File: config.mk
export PLATFORM = sky130hd
export DESIGN_NAME = spi_mode_unit
export DESIGN_NICKNAME = d
export VERILOG_FILES = /design/src/rtl/spi_mode_pkg.sv /design/src/rtl/spi_mode_ctrl.sv /design/src/rtl/spi_brg_timer.sv /design/src/rtl/spi_mode_dpath.sv /design/src/rtl/spi_mode_unit.sv
export SDC_FILE = /design/constraint.sdc
export NUM_CORES = 1
export LEC_CHECK = 0
export BUFFER_PORTS_ARGS = -buffer_cell sky130_fd_sc_hd__buf_2
export CAP_MARGIN = 20
export CORE_MARGIN = 2
export CORE_UTILIZATION = 45
export CTS_CLUSTER_DIAMETER = 60
export DETAILED_ROUTE_END_ITERATION = 10
export PLACE_DENSITY = 0.72
export SYNTH_ARGS = -nofsm -noshare
export SYNTH_HDL_FRONTEND = slang
export SYNTH_HIERARCHICAL = 1
export SYNTH_SLANG_ARGS = --single-unit
File: constraint.sdc
create_clock -name clk -period 2.5 [get_ports clk]
set_clock_uncertainty 0.15 [all_clocks]
set_input_delay 0 -clock clk [delete_from_list [all_inputs] [get_ports clk]]
set_output_delay 0 -clock clk [all_outputs]
set_load 0.01 [all_outputs]
File: src/rtl/spi_mode_pkg.sv
package spi_mode_pkg;
  localparam int CTRL_W      = 8;
  localparam int BIT_IRQEN   = 7;
  localparam int BIT_FORCE   = 6;
  localparam int BIT_TMRSEL  = 5;
  localparam int BIT_PHASE   = 4;
  localparam int BIT_IDLEHI  = 3;
  localparam int BIT_OPENDR  = 2;
  localparam int BIT_MASTER  = 1;
  localparam int BIT_ENABLE  = 0;
  localparam int STAT_IRQBIT = 7;

  typedef struct packed {
    logic              ctrlWr;
    logic              forceSet;
    logic              irqClr;
    logic [CTRL_W-1:0] wrVal;
  } regStb_t;
endpackage

File: src/rtl/spi_mode_ctrl.sv
module spi_mode_ctrl
  import spi_mode_pkg::*;
#(
  parameter int DATA_W = 8
) (
  input  logic              wrEn,
  input  logic              selCtrl,
  input  logic              selStat,
  input  logic [DATA_W-1:0] wrData,
  input  logic [DATA_W-1:0] ctrlQ,
  input  logic              irqQ,
  output regStb_t           stb,
  output logic [DATA_W-1:0] rdData
);
  logic ctrlHit;
  logic statHit;

  assign ctrlHit = wrEn & selCtrl;
  assign statHit = wrEn & selStat;

  always_comb begin
    stb          = '0;
    stb.ctrlWr   = ctrlHit;
    stb.forceSet = ctrlHit & wrData[BIT_FORCE];
    stb.irqClr   = statHit & wrData[STAT_IRQBIT];
    stb.wrVal    = wrData;
  end

  always_comb begin
    rdData = '0;
    if (selCtrl) begin
      rdData = ctrlQ;
    end else if (selStat) begin
      rdData[STAT_IRQBIT] = irqQ;
    end
  end
endmodule

File: src/rtl/spi_brg_timer.sv
module spi_brg_timer #(
  parameter int RELOAD_W = 16
) (
  input  logic                clk,
  input  logic                rstN,
  input  logic                run,
  input  logic [RELOAD_W-1:0] reload,
  output logic                hit
);
  logic [RELOAD_W-1:0] cnt;

  assign hit = run && (cnt == '0);

  always_ff @(posedge clk or negedge rstN) begin
    if (!rstN) begin
      cnt <= '0;
    end else if (!run || hit) begin
      cnt <= reload;
    end else begin
      cnt <= cnt - 1'b1;
    end
  end
endmodule

File: src/rtl/spi_mode_dpath.sv
module spi_mode_dpath
  import spi_mode_pkg::*;
#(
  parameter int DATA_W   = 8,
  parameter int RELOAD_W = 16
) (
  input  logic                clk,
  input  logic                rstN,
  input  regStb_t             stb,
  input  logic [RELOAD_W-1:0] brgReload,
  output logic [DATA_W-1:0]   ctrlQ,
  output logic                irqQ,
  output logic                timerRun,
  output logic                timeoutHit,
  output logic                irqOut
);
  logic irqSet;

  assign timerRun = !ctrlQ[BIT_ENABLE] && ctrlQ[BIT_TMRSEL];
  assign irqSet   = stb.forceSet | timeoutHit;

  spi_brg_timer #(.RELOAD_W(RELOAD_W)) u_timer (
    .clk   (clk),
    .rstN  (rstN),
    .run   (timerRun),
    .reload(brgReload),
    .hit   (timeoutHit)
  );

  always_ff @(posedge clk or negedge rstN) begin
    if (!rstN) begin
      ctrlQ <= '0;
    end else if (stb.ctrlWr) begin
      ctrlQ <= stb.wrVal;
    end else if (stb.irqClr) begin
      ctrlQ[BIT_FORCE] <= 1'b0;
    end
  end

  always_ff @(posedge clk or negedge rstN) begin
    if (!rstN) begin
      irqQ <= 1'b0;
    end else if (irqSet) begin
      irqQ <= 1'b1;
    end else if (stb.irqClr) begin
      irqQ <= 1'b0;
    end
  end

  always_ff @(posedge clk or negedge rstN) begin
    if (!rstN) begin
      irqOut <= 1'b0;
    end else begin
      irqOut <= ctrlQ[BIT_IRQEN] & irqQ;
    end
  end
endmodule

File: src/rtl/spi_mode_unit.sv
module spi_mode_unit
  import spi_mode_pkg::*;
#(
  parameter int DATA_W   = 8,
  parameter int RELOAD_W = 16
) (
  input  logic                clk,
  input  logic                rstN,
  input  logic                wrEn,
  input  logic                selCtrl,
  input  logic                selStat,
  input  logic [DATA_W-1:0]   wrData,
  output logic [DATA_W-1:0]   rdData,
  input  logic [RELOAD_W-1:0] brgReload,
  output logic                spiEnable,
  output logic                masterMode,
  output logic                sckIdleHigh,
  output logic                clkPhase,
  output logic                openDrain,
  output logic                timerRun,
  output logic                irqOut
);
  regStb_t           stb;
  logic [DATA_W-1:0] ctrlQ;
  logic              irqQ;
  logic              timeoutHit;

  spi_mode_ctrl #(.DATA_W(DATA_W)) u_ctrl (
    .wrEn   (wrEn),
    .selCtrl(selCtrl),
    .selStat(selStat),
    .wrData (wrData),
    .ctrlQ  (ctrlQ),
    .irqQ   (irqQ),
    .stb    (stb),
    .rdData (rdData)
  );

  spi_mode_dpath #(.DATA_W(DATA_W), .RELOAD_W(RELOAD_W)) u_dpath (
    .clk       (clk),
    .rstN      (rstN),
    .stb       (stb),
    .brgReload (brgReload),
    .ctrlQ     (ctrlQ),
    .irqQ      (irqQ),
    .timerRun  (timerRun),
    .timeoutHit(timeoutHit),
    .irqOut    (irqOut)
  );

  assign spiEnable   = ctrlQ[BIT_ENABLE];
  assign masterMode  = ctrlQ[BIT_MASTER];
  assign sckIdleHigh = ctrlQ[BIT_IDLEHI];
  assign clkPhase    = ctrlQ[BIT_PHASE];
  assign openDrain   = ctrlQ[BIT_OPENDR];
endmodule

Word level (Yosys, flattened, before mapping)
Cells that the tools add are included.
- bits in registers: 26
- input bits: 29
- output and inout bits: 15
- word-level logic and storage cells: 27
- $add $sub $neg: 1
- multiplexer cells: 7
- bitwise gates (word level): 6
- reductions and logical operators: 8
- operators with widths (cell ; number):
    $logic_not 16->1 ; 1
    $mux 16 ; 1
    $sub 16x1->16 const B ; 1
    $mux 7 ; 1
    $and 1x1->1 ; 5
    $mux 1 ; 5
    $reduce_bool 2->1 ; 2
    $logic_and 1x1->1 ; 2
    $logic_not 1->1 ; 2
    $logic_or 1x1->1 ; 1
    $or 1x1->1 ; 1

Depth between registers and ports, before layout
Gate-level depths: netlist of the first run.
- depth after elaboration: 5
- mapped depth: 8
- gate-level depth less buffers: 7

Cells and area by module
Netlist of the first run, hierarchy kept.
- by module, submodules not included (module ; times used ; cells an instance ; area each (µm²) ; seq. area each (µm²)):
    spi_brg_timer ; 1 ; 89 ; 865.8 ; 400.4
    spi_mode_dpath ; 1 ; 25 ; 405.4 ; 250.2
    spi_mode_ctrl ; 1 ; 23 ; 157.7 ; 0.0

Worst setup path after synthesis of the first run
OpenSTA, ideal clock, no wires.
- kind: reg2reg
- from: register u_dpath.u_timer.cnt[0]
- to: register u_dpath.u_timer.cnt[11]
- library setup time: 0.126 ns
- arrival: 1.916 ns
- required time: 2.224 ns
- slack: 0.308 ns
- stages on the path, launching flop included: 8
- path buffers: 1
- clock period less this slack: 2.192 ns
- cells stage by stage: dfrtp_1 inv_1 ha_1 nor3b_1 nand2_1 o41ai_4 buf_6 o21ai_0
- word-level cells in the longest chain between the ends: 4
- elaborated cells between the ends (all ways): 5
- those cells by class: 1 x add/sub; 1 x mux; 3 x reduce/logical
- RTL lines (what ; RTL line ; text):
    from (decl) ; spi_brg_timer.sv:10 ; logic [RELOAD_W-1:0] cnt;
    from (signal assigned) ; spi_brg_timer.sv:18 ; cnt <= reload;
    from (signal assigned) ; spi_brg_timer.sv:20 ; cnt <= cnt - 1'b1;
    branches (longest 3 deep; another with $sub 16x1->16) ; - ;
    $mux 16 * ; spi_brg_timer.sv:17 ; end else if (!run || hit) begin
Every way passes the cells marked *.
A chain may end at the register's enable or synchronous reset.

Final worst setup path of the first run
- from: register u_dpath.u_timer.cnt[9]
- to: register u_dpath.u_timer.cnt[7]
- word-level cells in the longest chain between the ends: 4
- RTL lines (what ; RTL line ; text):
    $logic_not 16->1 ; spi_brg_timer.sv:12 ; assign hit = run && (cnt == '0);
    $logic_and 1x1->1 ; spi_brg_timer.sv:12 ;
    $logic_or 1x1->1 ; spi_brg_timer.sv:17 ;
    $mux 16 ; spi_brg_timer.sv:17 ;
No other way between the ends.

==> flow_summary.ini, run 1 <==
[floorplan]
core_area_um2 = 3030
y_dimension_of_the_die_um = 60.4
floorplan.die.width_um = 60.4
starting_density = 0.472
rows = 20
floorplan.die_area_um2 = 3640
io_pins = 44

[sta]
max_slew_margin = 0.619
final_critical_path_setup_slack_ns = 0.157
post-route-period-util = 0.937
post-route-min-period_ns = 2.34
timing_hold_violations_final = 0
timing_max_transition_violations_final = 0
report.final.setup_viol = 0
timing_worst_slew_pin_value_ns = 0.572
rsz0062_at_grt = no
totalNegativeSetupSlack_ns = 0
max_freq_ghz = 0.427

[cts]
cts-htree-levels = 1
cts_buffers = 3
clk_pin_slew_worst_paths_ns = 0.14
clock_insertion_delay_worst_skew_ns = 0.32
cts.sink_count = 26
tritoncts = done
post-cts-setup-buffer-count = 0
clk_path_buf_depth = 2
cts_root_buf = sky130_fd_sc_hd__clkbuf_4

[logic_synthesis]
synth_area_um2 = 1430
simple_gate_area_share_of_the_yosys_netlist = 0.180
post_synth.cell_area_avg_um2 = 10.4
post-synth-top-count-cell = sky130_fd_sc_hd__dfrtp_1
post_synth_main_area_contributors = sky130_fd_sc_hd__dfrtp_1 46%, sky130_fd_sc_hd__mux2_4 7.4%, sky130_fd_sc_hd__xnor2_1 5.5%, sky130_fd_sc_hd__o21ai_0 5.3%, sky130_fd_sc_hd__nand2_1 5.0%
synth.cells.most_frequent = 26 x sky130_fd_sc_hd__dfrtp_1, 19 x sky130_fd_sc_hd__nand2_1, 15 x sky130_fd_sc_hd__o21ai_0
synth_mux_area_frac = 0.0736
post_synth_edffs = 0
yosys.area_share.adder = 0.00876
ys.flop_type = sky130_fd_sc_hd__dfrtp_1
post-synth-top-area-fraction = 0.455
synth_xor_xnor_area_share = 0.0736
compound_gate_fraction_of_synth_area = 0.114
yosysWarningCount = 6
cell_count_after_synthesis = 137
post_synthesis_sequential_element_count = 26
postSynthNetCount = 167
async_reset_ff_frac = 1.00
synth_sequential_area_ratio = 0.455
main_combinational_cell_family_by_area_after_synthesis = simple AND/OR/NAND/NOR gates
synthDominantAreaCellType = sky130_fd_sc_hd__dfrtp_1
synth.lib_cells_used.distinct = 29

[place]
place_worst_setup_slack_ns = 0.168
buffer_ports.inserted = 43
place_hpwl_mm = 2.01
place_congestion = 0.772
detailed_place.area_um2 = 1620

[global_route]
globalRouteTotalUtil = 0.192
grt_pass1_vias = 1188
grt_remaining_overflow = 0
grt_start_max_net_pins = 27
antenna_found_initial = 0
global_route_wire_length_before_repair_mm = 5.09

[worst_setup_path]
worst_path_max_delay_cell = sky130_fd_sc_hd__or4_4
path_class = register to register
critPathArrivalTime_ns = 2.42
path_max_fanout = 24
critical_path.startpoint_type = register
setup.worst_path.end_class = register
slowest_delay_ns = 0.54
path_delay_family = simple AND/OR/NAND/NOR gates
crit_required_ns = 2.58
crit_path_cell_trace = or4_4 -> or3_4 -> o41ai_4 -> buf_12 -> a21oi_1 -> a21o_1
timing.critical_path.buf_inv = 1

[routing]
detail_route.drc_violations = 0
detailedRoute.firstIterationViolations = 32
detail_route.wirelength_mm = 3.05
route.detailed.wl_per_inst_um = 12.3
antenna_violating_nets_post_route = 0
vias = 1166
vias_per_cell = 4.72
firstDrtPassIters = 4

[power]
worst_ir_drop_vdd_uv = 300
total_leakage_power_nw = 0.926
total_power_density_per_cell_area_nw_per_um2 = 592

[status]
status = finished, final reports clean

[cells_and_area]
area.growth.synth_to_final_pct = 37.4
insertedDiodeCount = 0
finalNetCount = 234
layout-drive-gt1-share = 0.320
stdcell_area_um2 = 1960
fill_cells = 249

[min_path]
hold_path_class = primary input to asynchronous set/reset pin

[flow_run]
maxCapViolCount = 0
-- timing repair --
action / 4_1_cts / 5_1_grt
gates resized for setup: 0 / 1
endpoints found under the hold margin: 51 / 0
setup endpoints to repair: 0 / 1
hold buffers: 29 / 0
-- cells in the final DEF (no fill, tap or decap), types with 2 or more instances in the layout --
cell	netlist	routed
sky130_fd_sc_hd__a21o_1	2	2
sky130_fd_sc_hd__a21oi_1	2	2
sky130_fd_sc_hd__and2_1	9	9
sky130_fd_sc_hd__and3_1	2	2
sky130_fd_sc_hd__buf_2	0	43
sky130_fd_sc_hd__buf_4	9	3
sky130_fd_sc_hd__clkbuf_4	0	3
sky130_fd_sc_hd__dfrtp_1	26	26
sky130_fd_sc_hd__dlygate4sd3_1	0	29
sky130_fd_sc_hd__inv_1	3	3
sky130_fd_sc_hd__mux2_4	7	7
sky130_fd_sc_hd__nand2_1	19	18
sky130_fd_sc_hd__nor2_1	7	7
sky130_fd_sc_hd__nor3_1	2	2
sky130_fd_sc_hd__nor4_1	4	4
sky130_fd_sc_hd__o21ai_0	15	15
sky130_fd_sc_hd__xnor2_1	9	9
sky130_fd_sc_hd__xor2_1	3	3
-- cell families (layout without fill, tap and decap cells) --
family | Yosys count | in the layout
simple gates | 50 | 50
flops | 26 | 26
compound gates | 24 | 24
buf+inv | 17 | 83
xor+xnor | 12 | 12
mux | 7 | 7
fa+ha+maj | 1 | 1
-- area by class of cell --
| cell class | count | area (um2) | area share |
|---|---|---|---|
| Sequential cell | 26 | 651 | 0.331 |
| Multi-Input combinational cell | 94 | 646 | 0.329 |
| Timing Repair Buffer | 76 | 548 | 0.279 |
| Tap cell | 44 | 55.1 | 0.0280 |
| Clock inverter | 1 | 30.0 | 0.0153 |
| Clock buffer | 3 | 22.5 | 0.0115 |
| Inverter | 3 | 11.3 | 0.00574 |
-- final timing paths --
path,from,to,slack [ns],depth (start not counted)
worst min register to register,u_dpath/ctrlQ[6],u_dpath/ctrlQ[6],0.37,1
worst max-delay path,u_dpath/u_timer/cnt[9],u_dpath/u_timer/cnt[7],0.16,6
worst max register to register,u_dpath/u_timer/cnt[9],u_dpath/u_timer/cnt[7],0.16,6
min in group clk,selCtrl,rdData[7],0.23,3
worst min-delay path,rstN,u_dpath/ctrlQ[5],0.03,2
max in group asynchronous,rstN,u_dpath/irqOut,1.79,2
-- power breakdown --
group          leakage [nW]  total [mW]  switching, mW  internal (mW)
combinational         0.589       0.315          0.136          0.179
sequential            0.310       0.557         0.0684          0.489
clock                0.0279       0.290          0.128          0.162
-- sequential cells by signal, indices dropped and copies added (netlist names) --
name / flops
u_dpath/u_timer/cnt: 16
u_dpath/irqQ: 1
u_dpath/irqOut: 1
u_dpath/ctrlQ: 8
-- through the flow --
step                      instances  hold slack [ns]   util  power [mW]
after floorplan                 137           -0.446      -       0.754
after global placement          214           -0.122  0.534       0.828
after detailed placement        214           -0.121  0.534       0.845
after CTS                       247           0.0485  0.648        1.17
after global routing            247           0.0991  0.648        1.24
final                           247           0.0314  0.648        1.16
-- layer usage --
metal  wire (um)  vias to the layer above  part of all wire  GRT usage
met3         115                        2             0.038     0.0469
met5           0                        -                 0          0
met1        1340                      549              0.44      0.226
li1            -                      587                 -          -
met2        1570                       28              0.52      0.349
met4          14                        0            0.0046     0.0476
No activity file was read; power rests on OpenSTA's default activity.
==> run 2, diff against run 1 <==
==> constraint.sdc (replaced) <==
create_clock -name clk -period 2.8 [get_ports clk]
set_clock_uncertainty 0.15 [all_clocks]
set_input_delay 0 -clock clk [delete_from_list [all_inputs] [get_ports clk]]
set_output_delay 0 -clock clk [all_outputs]
set_load 0.01 [all_outputs]
==> flow_summary.ini, run 2 (synthesized netlist as in run 1, its figures left out) <==
[min_path]
hold_path_class = primary input to asynchronous set/reset pin

[worst_setup_path]
regToRegStartpoint = u_dpath/u_timer/cnt[9]
crit_required_ns = 2.92
path_class = register to register
timing.critical_path.from = u_dpath/u_timer/cnt[9]
path_max_fanout = 4
setup.worst_path.end_class = register
critPathArrivalTime_ns = 2.67
critical_path.startpoint_type = register

[cells_and_area]
layout.area.seq_um2 = 651
most-common-layout-cells = 43 x sky130_fd_sc_hd__buf_2, 28 x sky130_fd_sc_hd__dlygate4sd3_1, 26 x sky130_fd_sc_hd__dfrtp_1
top_register = u_dpath/u_timer/cnt
layout-drive-gt1-share = 0.313
multi_input_area_um2 = 643
finalNetCount = 232
fill_cells = 238
area.growth.synth_to_final_pct = 35.1
insertedDiodeCount = 0
layout_commonest_cell = sky130_fd_sc_hd__buf_2
largest_register_ffs = 16
reg.largest.list = u_dpath/u_timer/cnt: 16 flops, u_dpath/ctrlQ: 8 flops

[sta]
max_slew_margin = 0.619
totalNegativeSetupSlack_ns = 0
timing_worst_slew_pin_value_ns = 0.572
max_freq_ghz = 0.392
post-route-period-util = 0.911
timing_hold_violations_final = 0
report.final.setup_viol = 0
hold_slack_ns = 0.0413
post-route-min-period_ns = 2.55
rsz0062_at_grt = no
timing_max_transition_violations_final = 0

[power]
total_leakage_power_nw = 0.908
total_power_density_per_cell_area_nw_per_um2 = 530
worst_ir_drop_vdd_uv = 280

[routing]
routed-wl-met2_mm = 1.59
vias_per_cell = 4.68
top_layer = met4
detail_route.drc_violations = 0
antenna_violating_nets_post_route = 0
detail_route.wirelength_mm = 3.01
wl_met1_mm = 1.30
met3_wirelength_um = 102
vias = 1146
detailedRoute.firstIterationViolations = 34
firstDrtPassIters = 4
route.detailed.wl_per_inst_um = 12.3

[place]
buffer_ports.inserted = 43
place_hpwl_mm = 2.08
place_congestion = 0.763

[cts]
clk_path_buf_depth = 2
post-cts-setup-buffer-count = 0
ctsResizeCount = 0
cts-htree-levels = 1
tritoncts = done
clock_insertion_delay_worst_skew_ns = 0.31
cts_root_buf = sky130_fd_sc_hd__clkbuf_4
cts.sink_count = 26
cts_buffers = 3
clk_pin_slew_worst_paths_ns = 0.15

[floorplan]
floorplan.die_area_um2 = 3640
starting_density = 0.472
y_dimension_of_the_die_um = 60.4
floorplan.die.width_um = 60.4
rows = 20
core_area_um2 = 3030
io_pins = 44

[flow_run]
maxCapViolCount = 0

[global_route]
antenna_found_initial = 0
global_route_wire_length_before_repair_mm = 4.98
grt_start_max_net_pins = 27
grt_pass1_vias = 1189
globalRouteTotalUtil = 0.184
grt_remaining_overflow = 0

[status]
status = finished, final reports clean
[run 2: area by class of cell]
type / count / share of cell area
flip-flops and latches: 26 / 0.337
multi-input cells: 94 / 0.333
repair buffers: 74 / 0.268
well taps: 44 / 0.0285
clock inverters: 1 / 0.0156
clock buffers: 3 / 0.0117
inverters: 3 / 0.00583
[run 2: report_power, final]
part	switching, mW	internal [mW]	leakage, nW
logic	0.120	0.153	0.570
registers	0.0608	0.436	0.310
clock network	0.108	0.145	0.0279
[run 2: repair_timing]
item,CTS,global route
endpoints found under the setup margin,0,0
hold endpoints to repair,51,0
hold buffers,28,0
[run 2: final timing paths]
kind / to / slack [ns] / cells after the start
hold / removal: u_dpath/ctrlQ[5] / 0.04 / 2
min in group clk: u_dpath/ctrlQ[6] / 0.04 / 4
max in group asynchronous: u_dpath/u_timer/cnt[11] / 2.07 / 2
setup / recovery: u_dpath/irqQ / 0.25 / 6
hold reg to reg: u_dpath/ctrlQ[6] / 0.37 / 1
setup reg to reg: u_dpath/irqQ / 0.25 / 6
[run 2: through the flow]
stage	utilization	cells	cell area, um2	total power [mW]	setup WS [ns]
finish	0.638	245	1930	1.02	0.250
floorplan	-	137	1430	0.673	0.608
global placement	0.528	213	1600	0.732	0.525
detailed placement	0.528	213	1600	0.748	0.472
CTS	0.638	245	1930	1.03	0.232
global route	0.638	245	1930	1.09	0.156
[run 2: critical path, stage by stage (launching register included)]
cell                            delay, ns
sky130_fd_sc_hd__dfrtp_1             0.44
sky130_fd_sc_hd__or4_4               0.54
sky130_fd_sc_hd__or3_4               0.38
sky130_fd_sc_hd__nor4_1              0.30
sky130_fd_sc_hd__nor2_1              0.09
sky130_fd_sc_hd__o21ai_0             0.07
sky130_fd_sc_hd__dlygate4sd3_1       0.55
[run 2: metal layers]
metal,track usage,vias up
met3,0.0320,2
met1,0.227,536
met5,0,-
met2,0.328,23
li1,-,585
met4,0.0571,0
